## src/rtl/adc_conv_pkg.sv

```systemverilog
package adc_conv_pkg;

    localparam int SAMPLE_W = 32;
    localparam int RES_W    = 10;
    localparam int DIV_W    = 8;
    localparam int CHSEL_W  = 4;

    localparam logic [31:0] CTL_RST_VAL = 32'h000C_0001;

    typedef struct packed {
        logic [3:0]         rsv_top;
        logic [CHSEL_W-1:0] chan;
        logic [1:0]         rsv_b;
        logic               int_en;
        logic               rsv_c;
        logic               ref_int;
        logic               flag;
        logic               enable;
        logic               srst;
        logic [1:0]         rsv_d;
        logic               start;
        logic [3:0]         rsv_e;
        logic [DIV_W-1:0]   div;
        logic               rsv_lsb;
    } ctl_t;

    typedef enum logic [1:0] {
        SEL_CTL,
        SEL_RES,
        SEL_NONE
    } reg_sel_e;

    // sample * 2^RES_W / ref, capped at all-ones
    function automatic logic [RES_W-1:0] ratio_scale(
        input logic [SAMPLE_W-1:0] smp,
        input logic [SAMPLE_W-1:0] rv
    );
        logic [SAMPLE_W+RES_W-1:0] num;
        logic [SAMPLE_W+RES_W-1:0] quo;
        num = {smp, {RES_W{1'b0}}};
        if (rv == '0) begin
            return '1;
        end
        quo = num / {{RES_W{1'b0}}, rv};
        if (|quo[SAMPLE_W+RES_W-1:RES_W]) begin
            return '1;
        end
        return quo[RES_W-1:0];
    endfunction

endpackage

```

## src/rtl/adc_tick_timer.sv

```systemverilog
module adc_tick_timer #(
    parameter int DIV_W      = 8,
    parameter int CONV_TICKS = 20
) (
    input  logic             clk,
    input  logic             rst,
    input  logic             load,
    input  logic             abort,
    input  logic [DIV_W-1:0] div,
    output logic             done
);
    localparam int PRE_W  = DIV_W + 1;
    localparam int TICK_W = (CONV_TICKS > 1) ? $clog2(CONV_TICKS) : 1;

    logic              running;
    logic [PRE_W-1:0]  pre_cnt;
    logic [PRE_W-1:0]  pre_top;
    logic [TICK_W-1:0] tick_cnt;

    assign done = running && (pre_cnt == '0) && (tick_cnt == '0);

    always_ff @(posedge clk) begin
        if (rst || abort) begin
            running  <= 1'b0;
            pre_cnt  <= '0;
            pre_top  <= '0;
            tick_cnt <= '0;
        end else if (load) begin
            running  <= 1'b1;
            pre_cnt  <= {div, 1'b1};
            pre_top  <= {div, 1'b1};
            tick_cnt <= TICK_W'(CONV_TICKS - 1);
        end else if (running) begin
            if (pre_cnt == '0) begin
                if (tick_cnt == '0) begin
                    running <= 1'b0;
                end else begin
                    tick_cnt <= tick_cnt - 1'b1;
                    pre_cnt  <= pre_top;
                end
            end else begin
                pre_cnt <= pre_cnt - 1'b1;
            end
        end
    end
endmodule

```

## src/rtl/adc_chan_scaler.sv

```systemverilog
module adc_chan_scaler
    import adc_conv_pkg::*;
#(
    parameter int NUM_CH = 8
) (
    input  logic [NUM_CH*SAMPLE_W-1:0] chan_in,
    input  logic [CHSEL_W-1:0]         chan_sel,
    input  logic                       use_int,
    input  logic [SAMPLE_W-1:0]        ref_int,
    input  logic [SAMPLE_W-1:0]        ref_ext,
    output logic                       chan_ok,
    output logic [RES_W-1:0]           result
);
    localparam int IDX_W = (NUM_CH > 1) ? $clog2(NUM_CH) : 1;

    logic [SAMPLE_W-1:0] ch_arr [NUM_CH];
    logic [SAMPLE_W-1:0] smp;

    for (genvar g = 0; g < NUM_CH; g++) begin : g_ch
        assign ch_arr[g] = chan_in[g*SAMPLE_W +: SAMPLE_W];
    end

    assign chan_ok = ({28'd0, chan_sel} < NUM_CH);
    assign smp     = chan_ok ? ch_arr[IDX_W'(chan_sel)] : '0;
    assign result  = ratio_scale(smp, use_int ? ref_int : ref_ext);
endmodule

```

## src/rtl/adc_conv_ctrl.sv

```systemverilog
module adc_conv_ctrl
    import adc_conv_pkg::*;
#(
    parameter int NUM_CH     = 8,
    parameter int CONV_TICKS = 20,
    parameter int ADDR_W     = 12
) (
    input  logic                       clk,
    input  logic                       rst,
    input  logic [ADDR_W-1:0]          bus_addr,
    input  logic                       bus_wr,
    input  logic [31:0]                bus_wdata,
    output logic [31:0]                bus_rdata,
    input  logic [NUM_CH*SAMPLE_W-1:0] chan_in,
    input  logic [SAMPLE_W-1:0]        ref_int,
    input  logic [SAMPLE_W-1:0]        ref_ext,
    output logic                       irq
);
    ctl_t             con_q;
    ctl_t             wr_v;
    logic [31:0]      data_q;
    reg_sel_e         sel;
    logic             ctl_wr;
    logic             sr_wr;
    logic             tmr_load;
    logic             tmr_abort;
    logic             tmr_done;
    logic             cmpl;
    logic             chan_ok;
    logic [RES_W-1:0] result;

    always_comb begin
        sel = SEL_NONE;
        if (bus_addr[1:0] == 2'b00) begin
            if (bus_addr[ADDR_W-1:2] == '0) sel = SEL_CTL;
            else if (bus_addr[ADDR_W-1:2] == (ADDR_W-2)'(1)) sel = SEL_RES;
        end
    end

    always_comb begin
        wr_v = ctl_t'(bus_wdata);
        wr_v.flag = bus_wdata[18] ? 1'b0 : con_q.flag;
    end

    assign ctl_wr    = bus_wr && (sel == SEL_CTL);
    assign sr_wr     = ctl_wr && wr_v.srst;
    assign tmr_load  = ctl_wr && !wr_v.srst && wr_v.enable && wr_v.start && !con_q.start;
    assign tmr_abort = sr_wr || (ctl_wr && wr_v.enable && !wr_v.start);
    assign cmpl      = tmr_done && !ctl_wr;

    adc_tick_timer #(
        .DIV_W      (DIV_W),
        .CONV_TICKS (CONV_TICKS)
    ) u_tmr (
        .clk   (clk),
        .rst   (rst),
        .load  (tmr_load),
        .abort (tmr_abort),
        .div   (wr_v.div),
        .done  (tmr_done)
    );

    adc_chan_scaler #(
        .NUM_CH (NUM_CH)
    ) u_scl (
        .chan_in  (chan_in),
        .chan_sel (con_q.chan),
        .use_int  (con_q.ref_int),
        .ref_int  (ref_int),
        .ref_ext  (ref_ext),
        .chan_ok  (chan_ok),
        .result   (result)
    );

    always_ff @(posedge clk) begin
        if (rst || sr_wr) begin
            con_q  <= ctl_t'(CTL_RST_VAL);
            data_q <= '0;
            irq    <= 1'b0;
        end else if (ctl_wr) begin
            con_q <= wr_v;
            if (bus_wdata[18]) irq <= 1'b0;
        end else if (cmpl && chan_ok) begin
            data_q      <= {{(32-RES_W){1'b0}}, result};
            con_q.start <= 1'b0;
            if (con_q.int_en) begin
                con_q.flag <= 1'b1;
                irq        <= 1'b1;
            end
        end
    end

    always_comb begin
        case (sel)
            SEL_CTL: bus_rdata = con_q;
            SEL_RES: bus_rdata = data_q;
            default: bus_rdata = '0;
        endcase
    end
endmodule

```

## config.mk

```make
export PLATFORM = sky130hd
export DESIGN_NAME = adc_conv_ctrl
export DESIGN_NICKNAME = d
export VERILOG_FILES = /design/src/rtl/adc_conv_pkg.sv /design/src/rtl/adc_tick_timer.sv /design/src/rtl/adc_chan_scaler.sv /design/src/rtl/adc_conv_ctrl.sv
export SDC_FILE = /design/constraint.sdc
export NUM_CORES = 2
export LEC_CHECK = 0
export BUFFER_PORTS_ARGS = -buffer_cell sky130_fd_sc_hd__buf_2
export CAP_MARGIN = 20
export CELL_PAD_IN_SITES_DETAIL_PLACEMENT = 1
export CELL_PAD_IN_SITES_GLOBAL_PLACEMENT = 1
export CORE_MARGIN = 4
export CORE_UTILIZATION = 25
export CTS_CLUSTER_SIZE = 24
export DETAILED_ROUTE_END_ITERATION = 10
export GPL_ROUTABILITY_DRIVEN = 0
export PLACE_DENSITY = 0.49
export SYNTH_ARGS = -nofsm -noshare
export SYNTH_HDL_FRONTEND = slang
export SYNTH_HIERARCHICAL = 1
export SYNTH_SLANG_ARGS = --single-unit
```

## constraint.sdc

```tcl
create_clock -name clk -period 362.7 [get_ports clk]
set_input_delay 54.405 -clock clk [delete_from_list [all_inputs] [get_ports clk]]
set_output_delay 54.405 -clock clk [all_outputs]
set_load 0.02 [all_outputs]
```

==> results.txt <==
- For this run, the total global-route usage over all layers was measured as 23.58%.
- For the worst setup path, the data required time is 362.90 ns.
* Maximum number of pins on one net before global-route repair: 56
* Kind of end point of the critical path: flop
- The first detailed-routing pass ran for 6 iterations.
- Clock buffers created by TritonCTS: 9
- Cells after DPL: 10.73k
- After synthesis, the mean cell area works out to 7.133 um^2.
- Number of gates resized after CTS: 0
* Core utilization of the finished layout: 28.18%
* Initial Utilization: 25.17%
- Across all hold checks on the routed design, the worst slack comes to 0.4465 ns.
- Across the run, the number of max-cap violations was 0.
- The commonest cells after synthesis are 842 x ha_1, 755 x nor2_1, 681 x a21oi_1, 676 x nand2_1, 454 x o21ai_0.
* Number of instances in the synthesized netlist: 7580
- Horizontal die dimension: 473.1 um
- At the pin with the least slew margin, the transition time is 1.136 ns.
* #FFs+latches synth: 67
- The filler cells instantiated in the layout total 26.47k.
- Clock transition at the register clock pins on the worst setup and hold paths after CTS: 0.06 ns
- Most used flip-flop cell after synthesis: dfxtp_1
* Area share of the largest cell type after synthesis: 19.48%
- Vias in the first global route: 62.12k
* Final Max Slew Viols: 0
* Largest driver fanout on the critical path: 55
- Area of the core: 214800 um^2
* Initial antenna violation count: 27
* Result of the run: finished clean
- The tree built by TritonCTS fans out to 67 sinks.
* Final worst clock skew: 0.01075 ns
* Total negative slack for setup checks: 0 ns
- Setup violations remaining at the end of the flow were counted as 0.
- Path class of the lowest-slack min-delay path: reg2reg
- Vert. Die Dim: 473.1 um
- The routed design could run at a clock period as short as 186.23 ns.
- Data on the critical path arrives at its endpoint at 186.43 ns.
- TritonCTS built the clock tree.
* Worst slew slack as a fraction of its limit: 22.28%
* Top Ports: 400
* Detailed-route wire length: 277.0 mm
* Type of the worst setup path: in2reg
- DRT antenna net count: 0
* Net count of the finished layout: 9113
- PortBufs: 399
- Die Outline Area: 223800 um^2
* Syn-to-layout area delta: 11.97%
* Delay of the slowest critical-path stage: 0.94 ns
- Global-route wire length before repair: 406.5 mm
- Maximum buffer depth of the clock tree: 2
* CP Launch Type: primary input
- Clock network latency to the later pin of the worst-skew pair: 0.34 ns
- In this run, post-CTS hold repair placed 0 buffers.
- Setup repair after global routing missed its margin: no
- For this design, the slowest cell found on the critical path is o41ai_1.
- Synth area leaders: ha_1 19%, xnor2_1 6.5%, a21oi_1 6.3%, mux2_2 5.6%, nor2_1 5.2%
* Post-DP HPWL: 232.0 mm
- Syn nets: 8790
- FMAX: 5.370 MHz
- For this block, the initial DRC count from the detailed router was 3578.
- Count of flip-flops with a built-in enable after synthesis: 0
- Cell with the most instances after synthesis: ha_1
- GRT Residual Overflow: 0
* Portion of the post-synthesis area used by sequential elements: 2.481%
* Ratio of routed vias to standard cells: 5.669
- Buffers added to address setup during post-CTS repair amount to 0.
- In this run the clock root is driven by a clkbuf_16.
- H-tree depth reported by CTS: 3
* Portion of the clock cycle consumed by the worst path in the final layout: 51.35%
- DRC violation count after routing: 0
* Number of placement rows: 170
* Post-route insts no fill: 10.75k
- Area of the mapped netlist: 54070 um^2
* Netlist cell types: 127
- In the synthesized netlist the async set-or-reset flop fraction comes to 0%.
- For this block, the via count after detailed routing is 60.94k.
- In the final routed layout, each cell accounts on average for 25.77 um.
* Most used cell, CP: o21ai_0
- Number of hold violations in the final report: 0
- ha_1 takes more of the synthesized area than any other cell.
* Ys Warns: 6
* Proportion of layout cells with a drive suffix above 1: 13.67%
-- final cells by class --
cell class / count / area, um^2 / share of cell area (%)
Sequential cell: 67 / 1358 / 2.242
Inverter: 230 / 863.3 / 1.426
Clock buffer: 12 / 256.5 / 0.4237
Antenna cell: 3 / 7.507 / 0.01240
Timing Repair Buffer: 526 / 2997 / 4.950
Tap cell: 2838 / 3551 / 5.865
Clock inverter: 4 / 72.57 / 0.1199
Multi-Input combinational cell: 7069 / 51440 / 84.96
-- cells in the final DEF, fill, tap and decap left out, drive strengths merged, types with 230 or more instances in the layout --
cell / n
xnor2: 403
inv: 230
mux2: 280
ha: 842
o21ai: 485
a21o: 291
o21a: 232
nand3: 238
nand2: 677
a21oi: 685
buf: 524
nor2: 759
nor3: 235
-- layer usage --
metal	share of wire, %	track usage, %
met3	3.0	1.338
met4	3.0	6.260
met1	46	30.99
met2	48	41.70
met5	0.0047	0
-- sequential cells by signal, summed over array words and instances (netlist names) --
register,count
con_q,32
data_q,10
irq,1
u_tmr/pre_cnt,9
u_tmr/pre_top,9
u_tmr/running,1
u_tmr/tick_cnt,5
-- cell families (layout without fill, tap and decap cells) --
logic type	after synthesis	count (layout)	synth area share, %
AO/OA/AOI/OAI	2556	2556	31.29
XOR/XNOR	585	585	9.501
adder cells (fa/ha/maj)	843	843	19.52
buffers and inverters	444	772	3.226
flip-flops	67	67	2.481
multiplexers	446	446	10.40
other	0	3	0
AND/OR/NAND/NOR	2639	2639	23.58
-- through the flow --
step	area [um^2]	setup slack (ns)
finish	60540	176.47
global route	60540	164.29
CTS	60520	177.04
detailed placement	60190	177.30
global placement	60170	179.71
floorplan	54070	197.02
-- critical path: cells and delay by family --
kind	cells	cell delay (ns)
AOI/OAI and AO/OA	286	75.61
and+or+nand+nor	145	34.87
adders and majority gates	41	13.13
buffers and inverters	24	5.36
muxes	7	2.65
-- worst paths after layout --
check                                  from   endpoint  slack (ns)  depth (start not counted)
worst max-delay path            ref_int[22]  data_q[0]      176.47                        503
worst min-delay path              con_q[10]  con_q[10]        0.45                          2
worst max register to register    con_q[19]  data_q[0]      229.47                        504
worst min register to register    con_q[10]  con_q[10]        0.45                          2
Power is not shown: default switching activity piles up to over one toggle a cycle in this logic, so the estimate is an artifact.
